==> config.mk <==
export PLATFORM = sky130hd
export DESIGN_NAME = arb_lock_bus
export DESIGN_NICKNAME = d
export VERILOG_FILES = /design/src/rtl/arb_pkg.sv /design/src/rtl/arb_prio_pick.sv /design/src/rtl/arb_lock_sense.sv /design/src/rtl/arb_lock_bus.sv
export SDC_FILE = /design/constraint.sdc
export NUM_CORES = 1
export LEC_CHECK = 0
export ABC_CLOCK_PERIOD_IN_PS = 2900
export BUFFER_PORTS_ARGS = -buffer_cell sky130_fd_sc_hd__clkbuf_2
export CAP_MARGIN = 25
export CELL_PAD_IN_SITES_DETAIL_PLACEMENT = 0
export CELL_PAD_IN_SITES_GLOBAL_PLACEMENT = 2
export CORE_UTILIZATION = 16
export DETAILED_ROUTE_END_ITERATION = 7
export GPL_TIMING_DRIVEN = 0
export PLACE_DENSITY = 0.85
export SKIP_LAST_GASP = 1
export SLEW_MARGIN = 20
export SYNTH_ARGS = -nofsm -noshare
export SYNTH_HDL_FRONTEND = slang
export SYNTH_SLANG_ARGS = --single-unit
==> constraint.sdc <==
create_clock -name clk -period 2.9 [get_ports clk]
set_input_delay 0.145 -clock clk [delete_from_list [all_inputs] [get_ports clk]]
set_output_delay 0.145 -clock clk [all_outputs]
set_load 0.03 [all_outputs]
==> src/rtl/arb_pkg.sv <==
package arb_pkg;
    // Why the next grant takes the value it does.
    typedef enum logic [1:0] {
        DEC_IDLE_PICK = 2'd0,
        DEC_HOLD      = 2'd1,
        DEC_REPICK    = 2'd2
    } arb_dec_e;
endpackage

==> src/rtl/arb_prio_pick.sv <==
module arb_prio_pick #(
    parameter int NUM_AGENTS = 4
) (
    input  logic [NUM_AGENTS-1:0] req,
    output logic [NUM_AGENTS-1:0] pick
);
    // seen[i] is high when any agent below index i is requesting.
    logic [NUM_AGENTS:0] seen;
    assign seen[0] = 1'b0;

    for (genvar i = 0; i < NUM_AGENTS; i++) begin : g_stage
        assign seen[i+1] = seen[i] | req[i];
        assign pick[i]   = req[i] & ~seen[i];
    end

    logic unused_top;
    assign unused_top = seen[NUM_AGENTS];
endmodule

==> src/rtl/arb_lock_sense.sv <==
module arb_lock_sense #(
    parameter int NUM_AGENTS = 4
) (
    input  logic [NUM_AGENTS-1:0] grant,
    input  logic [NUM_AGENTS-1:0] lock,
    input  logic [NUM_AGENTS-1:0] iack,
    input  logic [NUM_AGENTS-1:0] done,
    output logic                  owned,
    output logic                  owner_held,
    output logic                  owner_done
);
    logic [NUM_AGENTS-1:0] held_vec;
    logic [NUM_AGENTS-1:0] own_held_vec;
    logic [NUM_AGENTS-1:0] own_done_vec;

    for (genvar i = 0; i < NUM_AGENTS; i++) begin : g_agent
        // An interrupt-acknowledge sequence is held exactly like a lock.
        assign held_vec[i]     = lock[i] | iack[i];
        assign own_held_vec[i] = grant[i] & held_vec[i];
        assign own_done_vec[i] = grant[i] & done[i];
    end

    assign owned      = |grant;
    assign owner_held = |own_held_vec;
    assign owner_done = |own_done_vec;
endmodule

==> src/rtl/arb_lock_bus.sv <==
module arb_lock_bus
    import arb_pkg::*;
#(
    parameter int NUM_AGENTS = 4
) (
    input  logic                  clk,
    input  logic                  rst_n,
    input  logic [NUM_AGENTS-1:0] req,
    input  logic [NUM_AGENTS-1:0] lock,
    input  logic [NUM_AGENTS-1:0] iack,
    input  logic [NUM_AGENTS-1:0] done,
    output logic [NUM_AGENTS-1:0] grant,
    output logic                  bus_locked
);
    typedef struct packed {
        logic [NUM_AGENTS-1:0] grant;
    } state_t;

    state_t   st_d, st_q;
    arb_dec_e dec;

    logic [NUM_AGENTS-1:0] winner;
    logic                  owned;
    logic                  owner_held;
    logic                  owner_done;

    arb_prio_pick #(.NUM_AGENTS(NUM_AGENTS)) u_pick (
        .req  (req),
        .pick (winner)
    );

    arb_lock_sense #(.NUM_AGENTS(NUM_AGENTS)) u_sense (
        .grant      (st_q.grant),
        .lock       (lock),
        .iack       (iack),
        .done       (done),
        .owned      (owned),
        .owner_held (owner_held),
        .owner_done (owner_done)
    );

    always_comb begin
        st_d = st_q;
        if (!owned) begin
            dec = DEC_IDLE_PICK;
        end else if (owner_done && !owner_held) begin
            dec = DEC_REPICK;
        end else begin
            dec = DEC_HOLD;
        end

        case (dec)
            DEC_IDLE_PICK: st_d.grant = winner;
            DEC_REPICK:    st_d.grant = winner;
            default:       st_d.grant = st_q.grant;
        endcase
    end

    always_ff @(posedge clk or negedge rst_n) begin
        if (!rst_n) begin
            st_q <= '0;
        end else begin
            st_q <= st_d;
        end
    end

    assign grant      = st_q.grant;
    assign bus_locked = owner_held;
endmodule

==> impl_metrics.yaml <==
run_status:
  outcome: "finished, final reports clean"
synthesis:
  synth_edf_count: 0
  synth_xor_area_frac: 0
  syn_inst: 23
  synthSimpleGateAreaFrac: 0.167
  muxShareOfSynthArea: 0
  synth-seq-area-share: 0.444
  synth_top_area_share: 0.444
  synth-seq-cells: 4
  postSynthAreaPerCell_um2: 9.79
  yosysMostFrequentCell: "dfrtp_1"
  synth_area_leader_cell: "dfrtp_1"
  synth.distinct_cells: 13
  netlist_area_um2: 225
  synth_compound_area_frac: 0.356
  synth.area.top_cells: "dfrtp_1, a32o_1, a22o_1, a22oi_1, and4_4"
  synth_ff_type: "dfrtp_1"
  yosys.area_share.adder: 0
  synth_top_family_by_area: "compound AO/OA/AOI/OAI gates"
  syn_nets: 41
  async_reset_ff_frac: 1.00
  ys_warn_count: 0
finish:
  fin_nets: 69
  area_growth_pct: 71.7
  fillers: 151
  diodes: 0
  drive_gt1_frac: 0.531
  largest_reg_flops: 4
timing:
  hold_violations: 0
  rsz0062_at_grt: "false"
  timing.setup.tns_ns: 0
  slew_headroom: 0.816
  finalCriticalPeriod_ns: 1.35
  finalMaxSlewViolations: 0
  fin_ws_ns: 1.55
  worst_pin_slew_ns: 0.272
  setup_viol: 0
  fin_skew_ns: 0.00285
  max_freq_mhz: 741
  finalCritPeriodShare: 0.466
setup_path:
  start_kind: "register"
  ff2ff_path_depth: 4
  path_class: "register to output port"
  cp.arrival_ns: 1.21
  cp_max_fo: 5
  endpoint_kind: "output port"
  r2r_start: "grant[0]"
  cp_data_required_time_ns: 2.76
  timing.reg2reg.setup_slack_ns: 1.57
  worst_r2r_endpoint: "grant[1]"
global_routing:
  grt_max_degree: 6
  grtUsageMet2: 0.127
  grt_pass1_wl_um: 986
  grt_remaining_overflow: 0
  use_met1: 0.121
  grt_pass1_vias: 244
  track_usage: 0.0994
  antenna_found_initial: 0
  use_met3: 0.0682
  grt_busiest_layer: "met2"
min_path:
  hp-start: "req[2]"
  hold_end: "grant[2]"
  worstHoldPathCells: 2
  hold_class: "primary input to register"
drt:
  wl_per_cell_um: 9.89
  antenna_left: 0
  via_count: 294
  drc: 0
  wl_um: 633
  drt_iter0_markers: 10
  viasPerCell: 4.59
  dr.pass1.iters: 4
die:
  initial_utilization: 0.173
  die_area_mm2: 0.00156
  design.core.area_mm2: 0.00130
  die_h_um: 39.5
  rows: 13
  ios: 23
  fp.dieW_um: 39.5
clocking:
  clock_sinks: 4
  post_cts_buffers: 0
  root_buffer: "clkbuf_4"
  cts_tree: "built"
  clk_pin_slew_ns: 0.04
  cts_resized: 0
  cts_hold_buf: 1
  cts-buffers-inserted: 3
  cts_htree_levels: 1
  clk_latency_ns: 0.23
  cts_buffer_depth: 2
placed_design:
  place_congestion: 0.685
  dp_slack_ns: 1.59
  io_buffers: 22
power_and_ir_drop:
  power_switching_uw: 183
  intPower_uw: 215
  power_frac_seq: 0.284
  peakVddDrop_mv: 0.360
  swShare: 0.459
  combPwrFrac: 0.547
  leakage_uw: 0.000210
  p_per_area_mw_per_mm2: 1030
  p_clk_frac: 0.169
run:
  max_cap_violations: 0
==> stage by stage <==
| stage | hold WS [ns] | cell area, µm² | cells | total power [µW] | utilization |
|---|---|---|---|---|---|
| 2_1_floorplan | -0.151 | 225 | 23 | 265 | - |
| 3_3_place_gp | -0.0485 | 354 | 60 | 332 | 0.272 |
| 3_5_place_dp | -0.0477 | 354 | 60 | 332 | 0.272 |
| 4_1_cts | 0.185 | 387 | 64 | 403 | 0.297 |
| 5_1_grt | 0.184 | 387 | 64 | 423 | 0.297 |
| 6_report | 0.188 | 387 | 64 | 398 | 0.297 |
==> area by class of cell <==
class                           count  area (µm²)  area share
Clock buffer                        3        22.5      0.0583
Inverter                            2        7.51      0.0194
Multi-Input combinational cell     17         118       0.304
Sequential cell                     4         100       0.259
Tap cell                           15        18.8      0.0485
Timing Repair Buffer               23         120       0.311
==> per-layer routing <==
metal | part of all wire | wire length, µm | up-vias
met1 | 0.46 | 289 | 130
met4 | 0 | 0 | 0
met5 | 0 | 0 | -
met3 | 0.14 | 88 | 0
met2 | 0.40 | 255 | 20
li1 | - | - | 144
==> critical path, cell delays in order (launching register included) <==
cell	delay (ns)
dfrtp_1	0.42
o21ai_1	0.10
and4_4	0.25
inv_1	0.04
clkbuf_2	0.17
==> worst max path at each step <==
stage | start | slack, ns | depth (start not counted) | end
after floorplan | grant[2] | 1.50 | 4 | grant[1]
after global placement | grant[0] | 1.59 | 4 | grant[1]
after detailed placement | grant[0] | 1.59 | 4 | grant[1]
after CTS | grant[0] | 1.54 | 4 | bus_locked
after global routing | grant[0] | 1.48 | 4 | bus_locked
final | grant[0] | 1.55 | 4 | bus_locked
==> power by group through the flow <==
| stage | clock [µW] | combinational (µW) | sequential (µW) |
|---|---|---|---|
| global route | 74.4 | 231 | 118 |
| finish | 67.4 | 218 | 113 |
| CTS | 70.0 | 220 | 113 |
| global placement | 0 | 217 | 115 |
| floorplan | 0 | 113 | 151 |
| detailed placement | 0 | 218 | 114 |
==> cell usage in the layout (no fill, tap or decap) <==
master,netlist,final
nor4_1,1,1
o21ai_1,2,2
a32o_1,2,2
o21ai_0,2,2
clkbuf_4,0,3
inv_1,2,2
clkbuf_2,0,22
nand2_1,2,2
dlygate4sd3_1,0,1
and4_4,1,1
a22oi_1,2,2
a21o_1,1,1
a22o_1,2,2
dfrtp_1,4,4
nor2_1,1,1
nor4b_1,1,1
==> cell families after synthesis <==
family,count (synthesis)
compound gates,11
buf+inv,2
flops,4
simple gates,6
No activity file was read; power rests on OpenSTA's default activity.
